File: src/rtl/asram_seq.sv
`timescale 1ns/1ps
module asram_seq #(
  parameter int CLK_NS   = 10,
  parameter int SPEED_NS = 70,
  parameter int AW       = 17,
  parameter int DW       = 8
) (
  input  logic          clk,
  input  logic          rst,
  input  logic          req,
  input  logic          wr,
  input  logic [AW-1:0] addr,
  input  logic [DW-1:0] wdata,
  output logic [DW-1:0] rdata,
  output logic          busy,
  output logic          done,
  output logic          mem_cs_n,
  output logic          mem_cs,
  output logic          mem_oe_n,
  output logic          mem_we_n,
  output logic [AW-1:0] mem_addr,
  output logic [DW-1:0] mem_dq_o,
  output logic          dq_oe,
  input  logic [DW-1:0] mem_dq_i
);
  localparam bit FAST  = SPEED_NS <= 70;
  localparam int T_CYC = FAST ? 70 : 100;
  localparam int T_WP  = FAST ? 55 : 70;
  localparam int T_CW  = FAST ? 60 : 80;
  localparam int T_AW  = FAST ? 60 : 80;
  localparam int T_DS  = FAST ? 30 : 40;
  localparam int T_HZ  = FAST ? 25 : 30;
  localparam int T_W1  = T_WP > T_CW ? T_WP : T_CW;
  localparam int T_W2  = T_AW > T_DS ? T_AW : T_DS;
  localparam int T_WE  = T_W1 > T_W2 ? T_W1 : T_W2;
  localparam int RD_N  = (T_CYC + CLK_NS - 1) / CLK_NS;
  localparam int WE_N  = (T_WE + CLK_NS - 1) / CLK_NS;
  localparam int HZ_N  = (T_HZ + CLK_NS - 1) / CLK_NS;
  localparam int REC_N = RD_N > WE_N ? RD_N - WE_N : 0;
  localparam int MAXN  = RD_N > WE_N ? RD_N : WE_N;
  localparam int CW    = $clog2(MAXN + 1);

  typedef enum logic [2:0] {S_IDLE, S_RD, S_FLT, S_WR, S_REC} st_t;
  st_t st;
  logic [CW-1:0] cnt;

  assign busy = (st != S_IDLE);

  always_ff @(posedge clk) begin
    if (rst) begin
      st       <= S_IDLE;
      cnt      <= '0;
      mem_cs_n <= 1'b1;
      mem_cs   <= 1'b0;
      mem_oe_n <= 1'b1;
      mem_we_n <= 1'b1;
      dq_oe    <= 1'b0;
      done     <= 1'b0;
      mem_addr <= '0;
      mem_dq_o <= '0;
      rdata    <= '0;
    end else begin
      done <= 1'b0;
      case (st)
        S_IDLE: if (req) begin
          mem_addr <= addr;
          mem_cs_n <= 1'b0;
          mem_cs   <= 1'b1;
          if (wr) begin
            mem_we_n <= 1'b0;
            dq_oe    <= 1'b1;
            mem_dq_o <= wdata;
            cnt      <= CW'(WE_N - 1);
            st       <= S_WR;
          end else begin
            mem_oe_n <= 1'b0;
            cnt      <= CW'(RD_N - 1);
            st       <= S_RD;
          end
        end
        S_RD: if (cnt == '0) begin
          rdata    <= mem_dq_i;
          mem_oe_n <= 1'b1;
          mem_cs_n <= 1'b1;
          mem_cs   <= 1'b0;
          done     <= 1'b1;
          cnt      <= CW'(HZ_N - 1);
          st       <= S_FLT;
        end else cnt <= cnt - 1'b1;
        S_WR: if (cnt == '0) begin
          mem_we_n <= 1'b1;
          dq_oe    <= 1'b0;
          mem_cs_n <= 1'b1;
          mem_cs   <= 1'b0;
          done     <= 1'b1;
          if (REC_N == 0) st <= S_IDLE;
          else begin
            cnt <= CW'(REC_N - 1);
            st  <= S_REC;
          end
        end else cnt <= cnt - 1'b1;
        S_FLT, S_REC: if (cnt == '0) st <= S_IDLE;
                      else cnt <= cnt - 1'b1;
        default: st <= S_IDLE;
      endcase
    end
  end
endmodule


File: config.mk
export PLATFORM = sky130hd
export DESIGN_NAME = asram_seq
export DESIGN_NICKNAME = d
export VERILOG_FILES = /design/src/rtl/asram_seq.sv
export SDC_FILE = /design/constraint.sdc
export NUM_CORES = 1
export LEC_CHECK = 0
export ABC_CLOCK_PERIOD_IN_PS = 2300
export BUFFER_PORTS_ARGS = -buffer_cell sky130_fd_sc_hd__buf_2
export CORE_MARGIN = 5
export CORE_UTILIZATION = 45
export DETAILED_ROUTE_END_ITERATION = 6
export PLACE_DENSITY = 0.79
export SYNTH_ARGS = -nofsm -noshare
export SYNTH_HDL_FRONTEND = slang
export SYNTH_SLANG_ARGS = --single-unit
File: constraint.sdc
create_clock -name clk -period 2.3 [get_ports clk]
set_input_delay 0.23 -clock clk [delete_from_list [all_inputs] [get_ports clk]]
set_output_delay 0.23 -clock clk [all_outputs]
set_load 0.1 [all_outputs]
==> reports/results.env <==
SEQUENTIAL_CELL_AREA_UM2=901
CLKSLEWWORSTSETUPHOLDPATHS_PS=80
FINALWORSTPATHREQUIREDPERIOD_PS=1910
SYNTHESIS.YOSYS.WARNINGS=0
CHIPWIDTH_UM=74.4
AREA_GROWTH_PCT=26.0
INITIAL_CORE_UTIL_PCT=46.6
PLACE.PORT_BUFFERS=76
CRITICALPATHCATEGORY='reg2out'
NUM_VIAS=1649
FINALSETUPTNS_PS=0
POSTROUTEANTENNANETS=0
FLOORPLAN_ROW_COUNT=23
MULTI_INPUT_AREA_UM2=853
RUN_STATUS='finished clean'
SHARE_OF_THE_SYNTHESIZED_AREA_IN_THE_TOP_CELL_TYPE_PCT=48.3
TIMING.FINAL.SETUP_VIOLATIONS=0
SYNTH.LIB_CELLS_USED.DISTINCT=41
DPL_WORST_SLACK_PS=424
POST_CTS_RESIZED=0
NUMBER_OF_ANTENNA_VIOLATIONS_AT_THE_FIRST_CHECK_IN_GLOBAL_ROUTING=0
GRT_PASS1_WL_UM=6820
WIRE_PER_INST_UM=12.8
WORSTSETUPSTARTPOINTTYPE='flip-flop'
TIMING_HOLD_VIOLATIONS_FINAL=0
TOTAL_LEAKAGE_POWER_uW=0.00107
CTS_MADE_BUFFERS=5
DIEHEIGHT_UM=74.4
FINAL.HOLD.WORST_SLACK_PS=158
NFILLCELLS=376
GRT_PASS1_VIAS=1614
INITIAL_DRT_MARKERS=57
R2R.WORST_PATH.CELLS=6
MAX_FREQ_MHz=524
SYNTH.FF_LATCH_COUNT=45
VIAS_PER_STD_CELL=4.89
HOLD_PATH.CLASS='in2reg'
FINAL.PERIOD_UTILIZATION_PCT=83.0
ANT_CELLS=0
POSTCTSHOLDBUFS=0
GRT_MAX_DEGREE=49
YOSYSSEQAREASHARE_PCT=48.3
SLEW_VIOLATIONS=0
CLKLATENCYLATEPIN_PS=300
TOP_LEVEL_PINS=77
GP_CONGESTION=0.746
DETAIL_ROUTE.WIRELENGTH_UM=4310
DRV.MAX_CAP_VIOLATION_COUNT=0
CLOCK_SINK_COUNT=45
YOSYS.AREA.TOP_TYPE='sky130_fd_sc_hd__dfxtp_1'
FIN_WORST_SKEW_PS=5.34
HPWL_AFTER_DETAILED_PLACEMENT_UM=3030
TIMING.HOLD.WORST_PATH_DEPTH=3
DESIGN.CORE.AREA_UM2=4000
WORST_PIN_SLEW_PS=868
TIMING.CRITICAL_PATH.FANOUT_MAX=11
CLOCKROOTBUFFER='sky130_fd_sc_hd__clkbuf_8'
MAX-VDD-IR-DROP_mV=0.605
FINAL_CRITICAL_PATH_SETUP_SLACK_PS=391
CRITICAL_PATH.CELL_CHAIN='buf_4 > nor3_4 > inv_2 > buf_2'
CP_SLOWEST_STAGE_DELAY_PS=570
SYNTHESIS.INSTANCES=213
CTS-ROOT-TO-SINK-BUFFERS=2
GRT_OVERFLOW_TOTAL=0
CTS_SETUP_BUFFERS=0
FINISH.NET_COUNT=325
CRITICAL_PATH.SLOWEST_CELL='sky130_fd_sc_hd__dfxtp_1'
FINAL_LAYOUT_SIZE_SUFFIX_GT1_SHARE_PCT=33.4
GLOBALROUTETOTALUTIL_PCT=15.8
SYNTHESIS.AREA_UM2=1860
POSTSYNTHNETCOUNT=252
MAX-SLEW-MARGIN-REL_PCT=42.1
SETUP.WORST_PATH.END_CLASS='output port'
DESIGN.DIE.AREA_UM2=5530
SYNTH.AREA.TOP_CELLS='sky130_fd_sc_hd__dfxtp_1 48%, sky130_fd_sc_hd__nand2_1 11%, sky130_fd_sc_hd__a21oi_1 7.8%'
WORST_EP_ARRIVAL_TIME_PS=1680
DRC=0
RSZ0062_AT_GRT='no'
TRITONCTS='built'
SYN_AREA_PER_CELL_UM2=8.75
CTS.HTREE.LEVELS=2
CELLPOWERDENSITY_nW_PER_UM2=1200
WORST_EP_REQUIRED_TIME_PS=2070
DRT_PRE_ANTENNA_ITERS=4
-- power breakdown --
part	leakage [µW]	internal, µW	switching [µW]
logic	0.000648	282	966
registers	0.000368	887	80.3
clock network	0.0000554	326	271
-- Yosys cell counts (all sizes together) --
library cell  instances
a21oi                30
mux2i                 8
buf                   7
nand3b                1
nor2                 15
nand4b                1
and2                  2
a221oi                3
a22oi                 1
o22ai                 1
or3                   1
a21o                  1
nand2                55
and2b                 2
a31oi                 1
ha                    2
o21bai                2
nand2b                3
o21ai                 3
o211ai                1
a41oi                 1
dfxtp                45
a211o                 1
a221o                 1
a2111oi               1
clkbuf                5
and4bb                1
nor3                  5
o32ai                 1
inv                   7
o311ai                1
nand3                 4
-- metal layers --
layer  wire [µm]  GRT usage [%]  vias up
li1            -              -      864
met1        1880           18.4      728
met2        1990           26.6       51
met3         379           6.22        6
met4          53           4.94        0
met5           0              0        -
-- state kept, by name (all words and copies together), names as in the netlist --
name / cells
mem_addr: 17
mem_we_n: 1
dq_oe: 1
mem_cs: 1
rdata: 8
mem_cs_n: 1
mem_oe_n: 1
mem_dq_o: 8
st: 3
cnt: 3
done: 1
-- cells by family (layout without fill, tap and decap cells) --
group           count (synthesis)  count (layout)  synth area share [%]
compound gates                 49              49                  17.2
fa+ha+maj                       2               2                  1.34
buf+inv                        19              93                  5.91
flops                          45              45                  48.3
mux                             8               8                  4.30
simple gates                   90              90                  22.9
-- metrics by stage --
step	utilization [%]	instances	instance area, µm²	power, µW
detailed placement	56.0	329	2240	2240
global placement	56.0	329	2240	2220
floorplan	-	213	1860	2060
global route	58.7	337	2350	2950
CTS	58.7	337	2350	2830
finish	58.7	337	2350	2810
-- cell type report --
class / count / share of cell area [%]
flip-flops and latches: 45 / 38.3
well taps: 50 / 2.66
repair buffers: 78 / 16.8
multi-input cells: 149 / 36.3
clock inverters: 2 / 1.65
inverters: 7 / 1.12
clock buffers: 6 / 3.09
-- worst paths after layout --
kind / start / endpoint / slack, ps
worst max register to register: cnt[0] / rdata[0] / 440
worst max-delay path: st[0] / busy / 390
worst min-delay path: wdata[3] / mem_dq_o[3] / 160
worst min register to register: mem_addr[7] / mem_addr[7] / 450
-- cell usage in the layout (no fill, tap or decap), types with 2 or more instances in the layout --
master,instances
sky130_fd_sc_hd__and2b_1,2
sky130_fd_sc_hd__a21oi_1,29
sky130_fd_sc_hd__clkbuf_8,5
sky130_fd_sc_hd__inv_2,2
sky130_fd_sc_hd__nand3_1,4
sky130_fd_sc_hd__ha_1,2
sky130_fd_sc_hd__nor3_4,2
sky130_fd_sc_hd__nor2_1,14
sky130_fd_sc_hd__mux2i_1,8
sky130_fd_sc_hd__nand2_1,55
sky130_fd_sc_hd__o21ai_2,2
sky130_fd_sc_hd__and2_1,2
sky130_fd_sc_hd__inv_1,5
sky130_fd_sc_hd__buf_4,2
sky130_fd_sc_hd__buf_2,76
sky130_fd_sc_hd__nand2b_1,2
sky130_fd_sc_hd__dfxtp_1,45
sky130_fd_sc_hd__nor3_1,3
sky130_fd_sc_hd__o21bai_1,2
sky130_fd_sc_hd__a221oi_1,2
-- worst max-delay path, delay by kind of cell, from the launching register on --
kind / cells / cell delay, ps
AND/OR/NAND/NOR: 1 / 50
flip-flops: 1 / 570
buffers and inverters: 3 / 760
Power figures use the tool's default switching activity.
